$ cat config.mk
export PLATFORM = sky130hd
export DESIGN_NAME = irq_dest_resolver
export DESIGN_NICKNAME = d
export VERILOG_FILES = /design/src/rtl/irq_dest_pkg.sv /design/src/rtl/irq_dest_match.sv /design/src/rtl/irq_lowest_pick.sv /design/src/rtl/irq_fanout_seq.sv /design/src/rtl/irq_dest_resolver.sv
export SDC_FILE = /design/constraint.sdc
export NUM_CORES = 1
export LEC_CHECK = 0
export ABC_CLOCK_PERIOD_IN_PS = 12500
export BUFFER_PORTS_ARGS = -buffer_cell sky130_fd_sc_hd__buf_2
export CORE_AREA = 2 2 102 104
export CTS_CLUSTER_SIZE = 28
export DETAILED_ROUTE_END_ITERATION = 8
export DIE_AREA = 0 0 104 106
export PLACE_DENSITY = 0.77
export SLEW_MARGIN = 25
export SYNTH_ARGS = -nofsm -noshare
export SYNTH_HDL_FRONTEND = slang
export SYNTH_SLANG_ARGS = --single-unit
$ cat constraint.sdc
create_clock -name clk -period 12.5 [get_ports clk]
set_clock_uncertainty 0.1 [all_clocks]
set_input_delay 0.625 -clock clk [delete_from_list [all_inputs] [get_ports clk]]
set_output_delay 0.625 -clock clk [all_outputs]
set_load 0.01 [all_outputs]
$ cat src/rtl/irq_dest_pkg.sv
// Shared constants for the interrupt destination resolver.
// Assumes mode codes are 3 bits wide; only two codes are delivered.
package irq_dest_pkg;
    localparam int MODE_W = 3;
    localparam logic [MODE_W-1:0] MODE_FIXED  = 3'b000;
    localparam logic [MODE_W-1:0] MODE_LOWEST = 3'b001;
endpackage

$ cat src/rtl/irq_dest_match.sv
// Builds the target-slot bitmask from a destination and per-slot IDs.
// Assumes: ID fields of ID_W bits; the all-ones physical ID means broadcast.
module irq_dest_match #(
    parameter int NSLOT = 8,
    parameter int ID_W  = 8
) (
    input  logic [ID_W-1:0]       dest,
    input  logic                  logical,
    input  logic [NSLOT-1:0]      present,
    input  logic [NSLOT*ID_W-1:0] phys_id,
    input  logic [NSLOT*ID_W-1:0] logic_id,
    output logic [NSLOT-1:0]      mask
);
    localparam logic [ID_W-1:0] BCAST = '1;

    logic [NSLOT-1:0] phys_hit;
    logic [NSLOT-1:0] log_hit;
    logic [NSLOT-1:0] phys_first;

    // Per-slot comparisons for both addressing modes.
    for (genvar g = 0; g < NSLOT; g++) begin : g_slot
        assign phys_hit[g] = present[g] && (phys_id[g*ID_W +: ID_W] == dest);
        assign log_hit[g]  = present[g] && |(logic_id[g*ID_W +: ID_W] & dest);
    end

    // Keep only the lowest-indexed physical hit.
    always_comb begin
        phys_first = '0;
        for (int i = NSLOT - 1; i >= 0; i--) begin
            if (phys_hit[i]) phys_first = NSLOT'(1) << i;
        end
    end

    // Select the mask for the addressing mode in use.
    always_comb begin
        if (logical)            mask = (dest == '0) ? '0 : log_hit;
        else if (dest == BCAST) mask = present;
        else                    mask = phys_first;
    end
endmodule

$ cat src/rtl/irq_lowest_pick.sv
// Picks the selected slot with the smallest priority value as a one-hot.
// Assumes: ties go to the lower index; an empty mask yields zero.
module irq_lowest_pick #(
    parameter int NSLOT  = 8,
    parameter int PRIO_W = 4
) (
    input  logic [NSLOT-1:0]        mask,
    input  logic [NSLOT*PRIO_W-1:0] prio,
    output logic [NSLOT-1:0]        winner
);
    logic [PRIO_W-1:0] best_p;
    logic              found;

    // Linear scan; strict less-than keeps the earlier slot on a tie.
    always_comb begin
        winner = '0;
        best_p = '0;
        found  = 1'b0;
        for (int i = 0; i < NSLOT; i++) begin
            if (mask[i] && (!found || prio[i*PRIO_W +: PRIO_W] < best_p)) begin
                winner = NSLOT'(1) << i;
                best_p = prio[i*PRIO_W +: PRIO_W];
                found  = 1'b1;
            end
        end
    end
endmodule

$ cat src/rtl/irq_fanout_seq.sv
// Walks a pending slot mask lowest bit first, one registered pulse per cycle.
// Assumes: load is only raised while busy is low.
module irq_fanout_seq #(
    parameter int NSLOT = 8,
    parameter int VEC_W = 8,
    localparam int SLOT_W = $clog2(NSLOT)
) (
    input  logic              clk,
    input  logic              rst_n,
    input  logic              load,
    input  logic [NSLOT-1:0]  load_mask,
    input  logic [VEC_W-1:0]  load_vec,
    input  logic              load_trig,
    output logic              busy,
    output logic              inj_valid,
    output logic [SLOT_W-1:0] inj_slot,
    output logic [VEC_W-1:0]  inj_vector,
    output logic              inj_trig
);
    logic [NSLOT-1:0]  pending;
    logic [NSLOT-1:0]  low_oh;
    logic [SLOT_W-1:0] low_idx;
    logic [VEC_W-1:0]  vec_q;
    logic              trig_q;

    assign busy   = |pending;
    assign low_oh = pending & (~pending + NSLOT'(1));

    // Encode the isolated lowest pending bit as an index.
    always_comb begin
        low_idx = '0;
        for (int i = 0; i < NSLOT; i++) begin
            if (low_oh[i]) low_idx = SLOT_W'(i);
        end
    end

    // Hold the request payload and retire one pending slot per cycle.
    always_ff @(posedge clk) begin
        if (!rst_n) begin
            pending    <= '0;
            vec_q      <= '0;
            trig_q     <= 1'b0;
            inj_valid  <= 1'b0;
            inj_slot   <= '0;
            inj_vector <= '0;
            inj_trig   <= 1'b0;
        end else begin
            inj_valid <= busy;
            if (busy) begin
                inj_slot   <= low_idx;
                inj_vector <= vec_q;
                inj_trig   <= trig_q;
                pending    <= pending & ~low_oh;
            end
            if (load) begin
                pending <= load_mask;
                vec_q   <= load_vec;
                trig_q  <= load_trig;
            end
        end
    end
endmodule

$ cat src/rtl/irq_dest_resolver.sv
// Top level: resolves a delivery request to slots and emits injections.
// Assumes NSLOT >= 2; requests are taken only when req_ready is high.
module irq_dest_resolver
    import irq_dest_pkg::*;
#(
    parameter int NSLOT  = 8,
    parameter int ID_W   = 8,
    parameter int VEC_W  = 8,
    parameter int PRIO_W = 4,
    localparam int SLOT_W = $clog2(NSLOT)
) (
    input  logic                    clk,
    input  logic                    rst_n,
    input  logic                    req_valid,
    output logic                    req_ready,
    input  logic [ID_W-1:0]         req_dest,
    input  logic                    req_logical,
    input  logic [MODE_W-1:0]       req_mode,
    input  logic [VEC_W-1:0]        req_vector,
    input  logic                    req_trig,
    input  logic [NSLOT-1:0]        slot_present,
    input  logic [NSLOT*ID_W-1:0]   slot_phys_id,
    input  logic [NSLOT*ID_W-1:0]   slot_logic_id,
    input  logic [NSLOT*PRIO_W-1:0] slot_prio,
    output logic                    inj_valid,
    output logic [SLOT_W-1:0]       inj_slot,
    output logic [VEC_W-1:0]        inj_vector,
    output logic                    inj_trig
);
    logic [NSLOT-1:0] dest_mask;
    logic [NSLOT-1:0] lp_winner;
    logic [NSLOT-1:0] work_mask;
    logic             busy;
    logic             accept;

    irq_dest_match #(.NSLOT(NSLOT), .ID_W(ID_W)) u_match (
        .dest(req_dest), .logical(req_logical), .present(slot_present),
        .phys_id(slot_phys_id), .logic_id(slot_logic_id), .mask(dest_mask)
    );

    irq_lowest_pick #(.NSLOT(NSLOT), .PRIO_W(PRIO_W)) u_pick (
        .mask(dest_mask), .prio(slot_prio), .winner(lp_winner)
    );

    // Choose the slot set to walk for the requested delivery mode.
    always_comb begin
        case (req_mode)
            MODE_FIXED:  work_mask = dest_mask;
            MODE_LOWEST: work_mask = lp_winner;
            default:     work_mask = '0;
        endcase
    end

    assign req_ready = !busy;
    assign accept    = req_valid && !busy;

    irq_fanout_seq #(.NSLOT(NSLOT), .VEC_W(VEC_W)) u_seq (
        .clk(clk), .rst_n(rst_n), .load(accept), .load_mask(work_mask),
        .load_vec(req_vector), .load_trig(req_trig), .busy(busy),
        .inj_valid(inj_valid), .inj_slot(inj_slot),
        .inj_vector(inj_vector), .inj_trig(inj_trig)
    );
endmodule

Word-level counts from Yosys, hierarchy flattened --
Cells that the tools add are included.
Operators by class: order comparisons 7, reduce and logical (&&, ||, !) cells 51, bitwise logic cells 12, equality and inequality tests 10, add/subtract/negate cells 1, multiplexer cells 43
Operators by type and width (count):
- $mux W8 | 20
- $and A8 B8 Y8 | 10
- $reduce_or A8 Y1 | 9
- $eq A8 B8 Y1 | 8
- $lt A4 B4 Y1 | 7
- $mux W4 | 7
- $logic_and A1 B1 Y1 | 24
- $not A8 Y8 | 2
- $pmux W8 S2 | 1
- $mux W3 | 4
- $mux W1 | 9
- $add A8 B1 Y8 const B | 1
- $eq A8 B8 Y1 const B | 1
- $logic_not A1 Y1 | 8
- $logic_not A8 Y1 | 1
- $logic_or A1 B1 Y1 | 7
- $mux W2 | 2
- $eq A3 B1 Y1 const B | 1
- $logic_not A3 Y1 | 1
- $reduce_bool A2 Y1 | 1
Word-level totals: input bits 192, register bits 30, logic and storage cells 131

Logic depth before layout (Yosys ltp) --
word-level depth 43, depth in mapped cells 64, mapped depth without buffers 61

Cells and area by module --
Synthesis repeated with hierarchy kept, for this count alone.
Second synthesis, totals: cells, all modules 520, area, all modules 4015.1 µm²
Modules (own cells, without submodules):
- irq_dest_match | seq. area each 0.0 µm², area an instance 1351.3 µm², cells each 188, instances 1
- irq_lowest_pick | seq. area each 0.0 µm², area an instance 1333.8 µm², cells each 185, instances 1
- irq_fanout_seq | seq. area each 600.6 µm², area an instance 1184.9 µm², cells each 126, instances 1
- irq_dest_resolver | seq. area each 0.0 µm², area an instance 145.1 µm², cells each 21, instances 1

Worst setup path before layout --
No wires, ideal clock.
path type in2reg, start point input port req_dest[3], end point register u_seq.pending[4], stages 60, slack 0.460 ns, data required time 12.273 ns, arrival time 11.813 ns, library setup time 0.127 ns, cell sequence buf_2 > xnor2_1 > nand3_1 > or3_1 > nand2_1 > nand2_1 > ha_1 > a21o_1 > a21oi_1 > o21ai_0 > a21oi_1 > nand2_1 > o21ai_0 > inv_1 > ha_1 > a21o_1 > a21oi_1 > a21oi_2 > [... 24 more ...] > mux2i_1 > ha_1 > a21o_1 > a21o_1 > a31oi_1 > a41oi_1 > or2_2 > o211ai_1 > and2_1 > mux2_1 > ha_1 > o21a_1 > o22ai_1 > a2bb2oi_1 > a32oi_1 > nor3_1 > a221oi_1 > nor3_1
On the way: cells in the longest elaborated chain, start to end 42, elaborated cells on any way between the ends 103, classes of those cells order compare: 7; eq/ne: 9; mux: 33; bitwise: 8; reduce/logical: 46
RTL lines:
- start, declared | RTL line irq_dest_resolver.sv:16 | input logic [ID_W-1:0] req_dest,
- $eq A8 B8 Y1 | RTL line irq_dest_match.sv:22 | assign phys_hit[g] = present[g] && (phys_id[g*ID_W +: ID_W] == dest);
- $logic_and A1 B1 Y1 | RTL line irq_dest_match.sv:22
- $mux W8 (7 in a row) | RTL line irq_dest_match.sv:30 | if (phys_hit[i]) phys_first = NSLOT'(1) << i;
- $mux W8 | RTL line irq_dest_match.sv:37 | else if (dest == BCAST) mask = present;
- $mux W8 (*) | RTL line irq_dest_match.sv:36 | if (logical) mask = (dest == '0) ? '0 : log_hit;
- $mux W4 or $mux W1 (tied branches) | RTL line irq_lowest_pick.sv:20 | if (mask[i] && (!found || prio[i*PRIO_W +: PRIO_W] < best_p)) begin
- $lt A4 B4 Y1 or $logic_not A1 Y1 (tied branches) | RTL line irq_lowest_pick.sv:20
- $logic_or A1 B1 Y1 | RTL line irq_lowest_pick.sv:20
- [... 20 more ...]
- $logic_and A1 B1 Y1 | RTL line irq_lowest_pick.sv:20
- $mux W4 or $mux W1 (tied branches) | RTL line irq_lowest_pick.sv:20
- $lt A4 B4 Y1 or $logic_not A1 Y1 (tied branches) | RTL line irq_lowest_pick.sv:20
- $logic_or A1 B1 Y1 | RTL line irq_lowest_pick.sv:20
- $logic_and A1 B1 Y1 | RTL line irq_lowest_pick.sv:20
- $mux W8 | RTL line irq_lowest_pick.sv:20
- $pmux W8 S2 (*) | RTL line irq_dest_resolver.sv:47 | case (req_mode)
- $mux W8 (*) | RTL line irq_fanout_seq.sv:55 | if (load) begin
- end signal, assigned | RTL line irq_fanout_seq.sv:53 | pending <= pending & ~low_oh;
- end signal, assigned | RTL line irq_fanout_seq.sv:56 | pending <= load_mask;
- end, declared | RTL line irq_fanout_seq.sv:20 | logic [NSLOT-1:0] pending;
Mark *: on every way between the ends. The rest lies on a longest branch, timed or not. A chain may end at the register's enable or synchronous reset.

Worst setup path after layout --
start point input port req_dest[1], end point register u_seq.pending[1]
The elaborated chain is that of the path after synthesis.

==> metrics.sh <==
OUTCOME='completed'
SYNTH.DISTINCT_CELLS=75
REPORT.FINAL.HOLD_VIOL_COUNT=0
PLACE_WORST_SETUP_SLACK_NS=-0.544
REPORT.FINAL.SETUP_VIOL=0
REPORT.POWER.TOTAL_mW=0.418
WL_MM=15.4
LAYOUT_SETUP_WS_NS=0.446
POWER_PER_CELL_AREA_mW_PER_MM2=72.7
ENDPOINT_KIND='register'
POSTCTSHOLDBUFS=0
STD_CELL_ROWS=37
COUNT_OF_INSERTED_ANTENNA_DIODE_CELLS=0
SYN_INST_COUNT=531
MIN_PERIOD_OVER_PERIOD_PCT=96.4
YS_DOMINANT_REG_CELL='dfxtp_1'
HTREEDEPTH=2
FINAL_MAX_SLEW_VIOL_COUNT=0
WORSTPATHBUFFERINVERTERCOUNT=4
YOSYS.AREA.TOP_TYPE='dfxtp_1'
DIE_AREA_SQ_MM=0.0110
SYNTH_AREA_LEADERS='dfxtp_1 (14%), xnor2_1 (11%), nand2_1 (6.4%), ha_1 (6.3%), a22oi_1 (4.5%)'
GLOBAL_ROUTE_WIRE_LENGTH_BEFORE_REPAIR_MM=24.1
LEAKAGE_nW=2.58
DETAILEDROUTE.FIRSTPASSITERATIONCOUNT=5
TOTAL_CONGESTION_OVERFLOW_AFTER_GLOBAL_ROUTING=0
SHARE_OF_CELLS_ABOVE_DRIVE_STRENGTH_1_PCT=42.0
NUMPORTBUFFERS=205
X_DIMENSION_OF_THE_DIE_UM=104
YOSYS_REGISTER_BITS=30
CTS_BUFFERS=5
FINAL.HOLD.WORST_SLACK_NS=0.360
CLOCK_SINKS=30
DRC=0
CRITICAL_PATH.MAX_FANOUT=7
POWER.IR.VDD_WORST_V=0.0000508
PATH_CLK_SLEW_NS=0.06
DESIGN.FINAL.NETS=962
SETUP.WORST_PATH.CLASS='input pin to register'
MAX_FREQ_GHz=0.0830
REQUIRED_NS=12.59
ASYNC_FLOP_SHARE_PCT=0
LARGEST_STAGE_DELAY_ON_THE_CRITICAL_PATH_NS=0.54
PLACEABLECOREAREA_SQ_MM=0.0100
START_UTIL_PCT=41.4
AREA_GROWTH_SYN_TO_LAYOUT_PCT=38.8
SYNTH_AREA_SQ_MM=0.00414
CAP_VIOLATIONS=0
SYNTHDOMINANTCELLAREASHARE_PCT=14.5
SETUP.WORST_PATH.START_CLASS='input pin'
DRT-WIRELENGTH-PER-CELL_UM=17.4
SYNTH_AREA_PER_INST_SQ_UM=7.80
MIN_PERIOD_NS=12.05
MAX_SLEW.WORST_PIN.SLEW_NS=0.851
DRC_VIOLATION_TOTAL_AFTER_THE_FIRST_TRITONROUTE_ITERATION=186
IO-PIN-COUNT=206
SYNTH-SEQ-AREA-SHARE_PCT=14.5
SYNTHTOPCELLSBYCOUNT='nand2_1 (71), xnor2_1 (54), dfxtp_1 (30)'
TIMING.HOLD.WORST.CLASS='register to register'
SYNTH.MOST_COMMON_CELL='nand2_1'
SYNTH_ENABLE_FLOP_CELLS=0
CLK_PATH_BUF_DEPTH=2
CPLARGESTDELAYFAMILY='compound AO/OA/AOI/OAI gates'
ANT_NETS=0
CTS_TREE='yes'
CTS-ROOT-BUF='clkbuf_8'
GRT_MAX_DEGREE=33
DP.FINAL_HPWL_MM=12.6
MAX_SLEW_MARGIN_PCT=42.8
FINAL.FILL_COUNT=1004
TOTAL_GRT_USAGE_PCT=26.4
CRITPATHMOSTFREQUENTCELL='a21o_1'
WORSTSKEWPAIRLATENCY_NS=0.28
YS_WARN_COUNT=0
DIE_H_UM=106
WORST_PATH_MAX_DELAY_CELL='o41a_1'
DETAIL_ROUTE.VIAS_PER_CELL=5.66
VIAS=5017
ANTENNA_FOUND_INITIAL=0
GRT_PASS1_VIAS=5136
CP.ARRIVAL_NS=12.15
SYN-NUM-NETS=744
PLACE_CONGESTION=0.953
[kinds of logic (layout without fill, tap and decap cells)]
| logic type | Yosys count | after routing | synth area share, % |
|---|---|---|---|
| fa+ha+maj | 21 | 21 | 6.34 |
| flops | 30 | 30 | 14.5 |
| simple gates | 180 | 180 | 22.5 |
| mux | 16 | 16 | 4.32 |
| xor+xnor | 64 | 64 | 13.5 |
| buf+inv | 50 | 269 | 6.10 |
| compound gates | 170 | 170 | 32.7 |
[where the power goes]
part | internal (mW) | switching [mW]
registers | 0.101 | 0.00295
logic | 0.111 | 0.123
clock network | 0.0441 | 0.0360
[worst paths after layout]
path / slack [ns] / cells after the start / from / endpoint
worst max-delay path: 0.45 / 60 / req_dest[1] / u_seq.pending[1]
worst min-delay path: 0.36 / 2 / u_seq.inj_trig / u_seq.inj_trig
worst max register to register: 9.06 / 9 / u_seq.pending[1] / u_seq.pending[6]
worst min register to register: 0.36 / 2 / u_seq.inj_trig / u_seq.inj_trig
[cell usage in the layout, fill, tap and decap left out, types with 6 or more instances in the layout]
cell type / n
clkbuf_8: 6
a21boi_0: 19
a21o_1: 13
a21oi_2: 6
nand4_1: 14
o31ai_1: 6
dfxtp_1: 30
ha_1: 19
nand2_1: 67
clkbuf_4: 6
inv_1: 26
o21a_1: 9
xor2_1: 10
buf_4: 29
nor2_1: 23
a31oi_1: 8
buf_2: 199
a21oi_1: 12
o21ai_0: 10
a22oi_1: 25
xnor2_1: 51
nor3_1: 10
a22o_1: 6
nand3_1: 17
[worst min-delay path: cells and delay by family (launching register included)]
| family | cells | cell delay (ns) |
|---|---|---|
| DFF | 1 | 0.31 |
| and+or+nand+nor | 1 | 0.04 |
| AOI/OAI and AO/OA | 1 | 0.06 |
[metal layers]
metal,vias up,wire [um],GRT usage [%]
li1,2415,-,-
met1,2370,6270,31.3
met2,198,7780,48.0
met3,34,1020,4.97
met4,0,357,8.30
met5,-,0,0
[final cells by class]
type                            instances  area (sq um)  share of cell area (%)
Multi-Input combinational cell        451          3520                    61.2
Timing Repair Buffer                  235          1270                    22.1
Sequential cell                        30           601                    10.4
Tap cell                              136           170                    2.96
Inverter                               26          97.6                    1.70
Clock buffer                            6          82.6                    1.44
Clock inverter                          2          12.5                   0.218
[state kept, by name, indices dropped and copies added (netlist names)]
register          flops
u_seq.inj_trig        1
u_seq.trig_q          1
u_seq.inj_valid       1
u_seq.pending         8
u_seq.inj_vector      8
u_seq.vec_q           8
u_seq.inj_slot        3
[per-stage QoR]
| stage | util [%] | std cells | setup TNS [ns] | area [sq um] |
|---|---|---|---|---|
| detailed placement | 53.3 | 868 | -2.68 | 5330 |
| finish | 57.5 | 886 | 0 | 5750 |
| global placement | 53.3 | 868 | 0 | 5330 |
| floorplan | - | 531 | 0 | 4140 |
| global route | 57.5 | 886 | -0.252 | 5750 |
| CTS | 54.7 | 878 | 0 | 5470 |
[what timing repair did]
| action | CTS | global route |
|---|---|---|
| setup buffers | 2 | 8 |
| pin swaps | 2 | 24 |
| gates resized for setup | 7 | 50 |
| setup endpoints to repair | 6 | 8 |
| endpoints found under the hold margin | 0 | 0 |
(Power assumes the default switching activity.)
